`src/rtl/route_cap_pkg.sv`:
```
package route_cap_pkg;

  // Strobes from control to datapath, one cycle each.
  typedef struct packed {
    logic load;     // take the synchronised route field
    logic clear;    // drop route and flag (track emptied)
    logic setFlag;  // lock out later messages
  } capCtl_t;

  typedef enum logic [1:0] {
    PH_IDLE  = 2'd0,
    PH_DELAY = 2'd1,
    PH_PULSE = 2'd2
  } capPhase_t;

endpackage

```
`src/rtl/rcap_sync.sv`:
```
module rcap_sync #(
  parameter int WIDTH  = 1,
  parameter int STAGES = 2
) (
  input  logic             clk,
  input  logic             rst,
  input  logic [WIDTH-1:0] asyncIn,
  output logic [WIDTH-1:0] syncOut
);

  logic [WIDTH-1:0] stage [STAGES];

  always_ff @(posedge clk) begin
    if (rst) stage[0] <= '0;
    else     stage[0] <= asyncIn;
  end

  for (genvar s = 1; s < STAGES; s++) begin : g_stage
    always_ff @(posedge clk) begin
      if (rst) stage[s] <= '0;
      else     stage[s] <= stage[s-1];
    end
  end

  assign syncOut = stage[STAGES-1];

endmodule

```
`src/rtl/rcap_ctrl.sv`:
```
module rcap_ctrl
  import route_cap_pkg::*;
#(
  parameter int DELAY_CYC = 2000,
  parameter int WIDTH_CYC = 2000
) (
  input  logic    clk,
  input  logic    rst,
  input  logic    trkS,
  input  logic    leadS,
  input  logic    msgS,
  input  logic    flagQ,
  output capCtl_t ctl,
  output logic    strobe,
  output logic    captureDone
);

  localparam int MAX_CYC = (DELAY_CYC > WIDTH_CYC) ? DELAY_CYC : WIDTH_CYC;
  localparam int CW      = (MAX_CYC > 1) ? $clog2(MAX_CYC) : 1;
  localparam logic [CW-1:0] DLY_LAST = CW'(DELAY_CYC - 1);
  localparam logic [CW-1:0] WID_LAST = CW'(WIDTH_CYC - 1);

  capPhase_t   phase, phaseNxt;
  logic [CW-1:0] cnt, cntNxt;
  logic trkPrev, msgPrev;
  logic trackFall, msgRise, qualified;

  assign trackFall = trkPrev & ~trkS;
  assign msgRise   = msgS & ~msgPrev;
  assign qualified = msgRise & trkS & leadS & ~flagQ;

  always_comb begin
    phaseNxt    = phase;
    cntNxt      = cnt;
    ctl         = '0;
    ctl.clear   = trackFall;
    if (trackFall) begin
      phaseNxt = PH_IDLE;
      cntNxt   = '0;
    end else begin
      unique case (phase)
        PH_IDLE: begin
          if (qualified) begin
            phaseNxt = PH_DELAY;
            cntNxt   = '0;
          end
        end
        PH_DELAY: begin
          if (!trkS) begin
            phaseNxt = PH_IDLE;
            cntNxt   = '0;
          end else if (cnt == DLY_LAST) begin
            ctl.load = 1'b1;
            phaseNxt = PH_PULSE;
            cntNxt   = '0;
          end else begin
            cntNxt = cnt + 1'b1;
          end
        end
        PH_PULSE: begin
          if (cnt == WID_LAST) begin
            ctl.setFlag = 1'b1;
            phaseNxt    = PH_IDLE;
            cntNxt      = '0;
          end else begin
            cntNxt = cnt + 1'b1;
          end
        end
        default: begin
          phaseNxt = PH_IDLE;
          cntNxt   = '0;
        end
      endcase
    end
  end

  always_ff @(posedge clk) begin
    if (rst) begin
      phase       <= PH_IDLE;
      cnt         <= '0;
      trkPrev     <= 1'b0;
      msgPrev     <= 1'b0;
      captureDone <= 1'b0;
    end else begin
      phase       <= phaseNxt;
      cnt         <= cntNxt;
      trkPrev     <= trkS;
      msgPrev     <= msgS;
      captureDone <= ctl.setFlag;
    end
  end

  assign strobe = (phase == PH_PULSE);

endmodule

```
`src/rtl/rcap_dpath.sv`:
```
module rcap_dpath
  import route_cap_pkg::*;
#(
  parameter int ROUTE_W = 6
) (
  input  logic               clk,
  input  logic               rst,
  input  capCtl_t            ctl,
  input  logic [ROUTE_W-1:0] routeS,
  output logic [ROUTE_W-1:0] routeQ,
  output logic               flagQ
);

  always_ff @(posedge clk) begin
    if (rst || ctl.clear) begin
      routeQ <= '0;
      flagQ  <= 1'b0;
    end else begin
      if (ctl.load)    routeQ <= routeS;
      if (ctl.setFlag) flagQ  <= 1'b1;
    end
  end

endmodule

```
`src/rtl/route_first_capture.sv`:
```
module route_first_capture
  import route_cap_pkg::*;
#(
  parameter int CLK_HZ   = 100_000_000,
  parameter int DELAY_US = 20,
  parameter int WIDTH_US = 20,
  parameter int ROUTE_W  = 6
) (
  input  logic               clk,
  input  logic               rstMaster,
  input  logic [ROUTE_W-1:0] routeIn,
  input  logic               trackIn,
  input  logic               leadIn,
  input  logic               msgIn,
  output logic [ROUTE_W-1:0] routeOut,
  output logic               firstMsg,
  output logic               strobe,
  output logic               captureDone
);

  localparam int CYC_PER_US = CLK_HZ / 1_000_000;
  localparam int DELAY_RAW  = CYC_PER_US * DELAY_US;
  localparam int WIDTH_RAW  = CYC_PER_US * WIDTH_US;
  localparam int DELAY_CYC  = (DELAY_RAW > 0) ? DELAY_RAW : 1;
  localparam int WIDTH_CYC  = (WIDTH_RAW > 0) ? WIDTH_RAW : 1;
  localparam int SYNC_W     = ROUTE_W + 3;

  logic [SYNC_W-1:0] rawBus, syncBus;
  logic [ROUTE_W-1:0] routeS;
  logic trkS, leadS, msgS, flagQ;
  capCtl_t ctl;

  assign rawBus = {routeIn, trackIn, leadIn, msgIn};

  rcap_sync #(.WIDTH(SYNC_W), .STAGES(2)) sync_i (
    .clk     (clk),
    .rst     (rstMaster),
    .asyncIn (rawBus),
    .syncOut (syncBus)
  );

  assign {routeS, trkS, leadS, msgS} = syncBus;

  rcap_ctrl #(.DELAY_CYC(DELAY_CYC), .WIDTH_CYC(WIDTH_CYC)) ctrl_i (
    .clk         (clk),
    .rst         (rstMaster),
    .trkS        (trkS),
    .leadS       (leadS),
    .msgS        (msgS),
    .flagQ       (flagQ),
    .ctl         (ctl),
    .strobe      (strobe),
    .captureDone (captureDone)
  );

  rcap_dpath #(.ROUTE_W(ROUTE_W)) dpath_i (
    .clk    (clk),
    .rst    (rstMaster),
    .ctl    (ctl),
    .routeS (routeS),
    .routeQ (routeOut),
    .flagQ  (flagQ)
  );

  assign firstMsg = flagQ;

endmodule

```
`config.mk`:
```
export PLATFORM = sky130hd
export DESIGN_NAME = route_first_capture
export DESIGN_NICKNAME = d
export VERILOG_FILES = /design/src/rtl/route_cap_pkg.sv /design/src/rtl/rcap_sync.sv /design/src/rtl/rcap_ctrl.sv /design/src/rtl/rcap_dpath.sv /design/src/rtl/route_first_capture.sv
export SDC_FILE = /design/constraint.sdc
export NUM_CORES = 1
export LEC_CHECK = 0
export ABC_CLOCK_PERIOD_IN_PS = 2280
export CORE_MARGIN = 1.5
export CORE_UTILIZATION = 30
export DETAILED_ROUTE_END_ITERATION = 16
export PLACE_DENSITY_LB_ADDON = 0.05
export SETUP_SLACK_MARGIN = 0.1
export SYNTH_ARGS = -nofsm -noshare
export SYNTH_HDL_FRONTEND = slang
export SYNTH_SLANG_ARGS = --single-unit
```
`constraint.sdc`:
```
create_clock -name clk -period 2.28 [get_ports clk]
set_input_delay 0.228 -clock clk [delete_from_list [all_inputs] [get_ports clk]]
set_output_delay 0.228 -clock clk [all_outputs]
set_load 0.01 [all_outputs]
```
==> results.py <==
metrics = {
    "grt": {
        "overflow": 0,
        "antenna_found_initial": 0,
        "grt.total_usage": 0.109,
        "grt_max_degree": 20,
        "grt_pass1_wl_microns": 4490,
        "grt_pass1_vias": 999,
    },
    "yosys": {
        "syn-cell-area_sq_um": 1560,
        "synth_top_cell_by_area": "dfxtp_1",
        "synthArstFlopShare": 0,
        "synth_fp_nets": 169,
        "yosys.area.top_type_share": 0.526,
        "seq_area_frac_synth": 0.526,
        "netlist_top_cells_area": "dfxtp_1 (53%), nor2b_1 (7.6%), nor2_1 (4.6%)",
        "avgSynthCellArea_sq_um": 10.1,
        "synth_edf_count": 0,
        "synthDistinctLibCells": 34,
        "postSynthCellCount": 154,
        "ys_ff_latch": 41,
        "synth_ff_type": "dfxtp_1",
        "yosys_warnings": 0,
    },
    "worst_setup_path": {
        "critPathLaunchType": "flop",
        "reg2reg_from": "ctrl_i.cnt[0]$_SDFFE_PP0P_",
        "cp_max_fo": 9,
        "reg2reg_depth": 7,
        "regToRegSetupSlack_ns": 0.37,
        "required_ns": 2.44,
        "critPathKind": "reg -> reg",
        "arrival_ns": 2.07,
        "worstReg2RegEnd": "ctrl_i.cnt[9]$_SDFFE_PP0P_",
        "worstSetupStartpoint": "ctrl_i.cnt[0]$_SDFFE_PP0P_",
        "cp-end-kind": "flop",
        "endpoint": "ctrl_i.cnt[9]$_SDFFE_PP0P_",
    },
    "run_status": {
        "status": "finished clean",
    },
    "drt": {
        "ant_nets": 0,
        "drt-vias-per-instance": 4.31,
        "drt_iter0_drc": 51,
        "dr.pass1.iters": 2,
        "routed_wl_microns": 2600,
        "detailroute.via_count": 1064,
        "drc": 0,
        "routedWlPerCell_microns": 10.5,
    },
    "placement": {
        "port-buffer-count": 19,
        "gp_congestion": 0.831,
        "place_area_sq_um": 1820,
        "dp_hpwl_microns": 1920,
    },
    "clock_tree": {
        "cts-root-buf": "clkbuf_8",
        "clk_latency_ns": 0.28,
        "post-cts-setup-buffers": 0,
        "clkSlewWorstSetupHoldPaths_ns": 0.07,
        "cts_buffer_depth": 2,
        "cts_buffers": 5,
        "cts_hold_buffers": 0,
        "cts_resized": 0,
        "htree_levels": 2,
        "clock_sinks": 41,
        "cts_tree": "built",
    },
    "sta": {
        "finalHoldViolations": 0,
        "tightestPinTransition_ns": 0.508,
        "fmax_ghz": 0.523,
        "min_period_ns": 1.91,
        "clock_skew_ns": 0.00977,
        "fin_setup_tns_ns": 0,
        "finalCritPeriodShare": 0.839,
        "holdWs_ns": 0.437,
        "report.final.slew_viol_count": 0,
        "rsz0062_at_grt": "false",
        "relSlewSlack": 0.659,
        "setup_viol": 0,
    },
    "die": {
        "die_area_sq_um": 5650,
        "dieWidth_microns": 75.1,
        "row_count": 26,
        "dieHeight_microns": 75.1,
        "start_util": 0.308,
        "core_sq_um": 5070,
        "io_pins": 20,
    },
    "job": {
        "maxCapViolCount": 0,
    },
    "power": {
        "pwr-share-comb": 0.041,
        "seq_power_share": 0.551,
        "switchingPower_uw": 259,
        "p_leak_nw": 0.696,
        "p_sw_frac": 0.193,
        "peakVddDrop_mv": 0.309,
        "powerDensity_nw_per_um2": 695,
        "clockPowerShare": 0.408,
        "p_int_mw": 1.08,
    },
    "cells_and_area": {
        "antenna-diode-count": 0,
        "final_util": 0.380,
        "fillers": 538,
        "fin_nets": 192,
        "drive_gt1_frac": 0.0678,
        "fin_area_sq_um": 1930,
        "area_growth_pct": 23.4,
    },
    "min_path": {
        "hold_class": "reg -> reg",
    },
}
==> Yosys cell counts (all sizes together) (3+ instances only) <==
| cell | n |
|---|---|
| o21ai | 7 |
| nor4 | 4 |
| nand2 | 6 |
| dfxtp | 41 |
| buf | 3 |
| nor2b | 19 |
| inv | 6 |
| a21o | 3 |
| xnor2 | 6 |
| ha | 4 |
| a21oi | 5 |
| nor2 | 19 |
| mux2i | 6 |
| nand4 | 3 |
==> cells by family after synthesis <==
logic type / synth area share
AOI/OAI and AO/OA: 0.0753
xor gates and xnor gates: 0.0449
adders and majority gates: 0.0321
buffers and inverters: 0.0345
DFF: 0.526
muxes: 0.0385
and+or+nand+nor: 0.249
==> how the worst min path moves through the flow <==
stage	endpoint	slack [ns]	from	depth (start not counted)
6_report	sync_i.stage[1][4]$_SDFF_PP0_	0.44	sync_i.stage[0][4]$_SDFF_PP0_	1
3_3_place_gp	sync_i.stage[1][6]$_SDFF_PP0_	0.42	sync_i.stage[0][6]$_SDFF_PP0_	1
4_1_cts	sync_i.stage[1][4]$_SDFF_PP0_	0.44	sync_i.stage[0][4]$_SDFF_PP0_	1
5_1_grt	sync_i.stage[1][4]$_SDFF_PP0_	0.46	sync_i.stage[0][4]$_SDFF_PP0_	1
3_5_place_dp	sync_i.stage[1][4]$_SDFF_PP0_	0.42	sync_i.stage[0][4]$_SDFF_PP0_	1
2_1_floorplan	sync_i.stage[0][0]$_SDFF_PP0_	0.36	msgIn	1
==> critical path, stage by stage (launching register included) <==
cell and delay [ns]:
dfxtp_1 0.39, ha_1 0.23, nand3_4 0.13, nor4_4 0.30
buf_4 0.19, or2_1 0.13, and2_1 0.33, nor2_1 0.09
==> routing by layer <==
metal / routed length [microns] / share of wire / global-route usage
met5: 0 / 0 / 0
met4: 38 / 0.015 / 0.0536
met3: 106 / 0.041 / 0.0415
met2: 1290 / 0.50 / 0.178
met1: 1170 / 0.45 / 0.126
==> registers in the layout, summed over array words and instances (netlist names) <==
name and cells:
sync_i.stage 18, ctrl_i.cnt 11, dpath_i.routeQ 6, ctrl_i.phase 2, ctrl_i.captureDone 1, ctrl_i.msgPrev 1, ctrl_i.trkPrev 1, dpath_i.flagQ 1
==> power by group through the flow <==
stage               Clock, mW  Sequential [mW]  Combinational (mW)
floorplan                   0            0.753              0.0341
global placement            0            0.754              0.0558
detailed placement          0            0.754              0.0570
CTS                     0.576            0.737              0.0570
global route            0.599            0.739              0.0637
finish                  0.546            0.738              0.0555
==> per-stage QoR <==
step / total power [mW] / std cells / setup slack, ns
after CTS: 1.37 / 247 / 0.335
final: 1.34 / 247 / 0.367
after floorplan: 0.787 / 154 / 0.452
after global placement: 0.810 / 240 / 0.380
after detailed placement: 0.811 / 240 / 0.329
after global routing: 1.40 / 247 / 0.157
==> layout make-up <==
type	instances	area (sq um)	share of cell area
Clock buffer	5	68.8	0.0357
Clock inverter	2	35.0	0.0182
Inverter	6	22.5	0.0117
Multi-Input combinational cell	102	687	0.356
Sequential cell	41	821	0.426
Tap cell	70	87.6	0.0455
Timing Repair Buffer	21	205	0.106
==> layout by cell type, fill, tap and decap left out, types with 3 or more instances in the layout <==
| master | count |
|---|---|
| dfxtp_1 | 41 |
| nor2b_1 | 19 |
| nor2_1 | 19 |
| clkdlybuf4s50_1 | 19 |
| inv_1 | 6 |
| o21ai_0 | 6 |
| nand2_1 | 6 |
| xnor2_1 | 6 |
| mux2i_1 | 6 |
| a21oi_1 | 5 |
| clkbuf_8 | 5 |
| ha_1 | 4 |
| nand4_1 | 3 |
| a21o_1 | 3 |
Note: power is estimated with default switching activity, not from simulation.
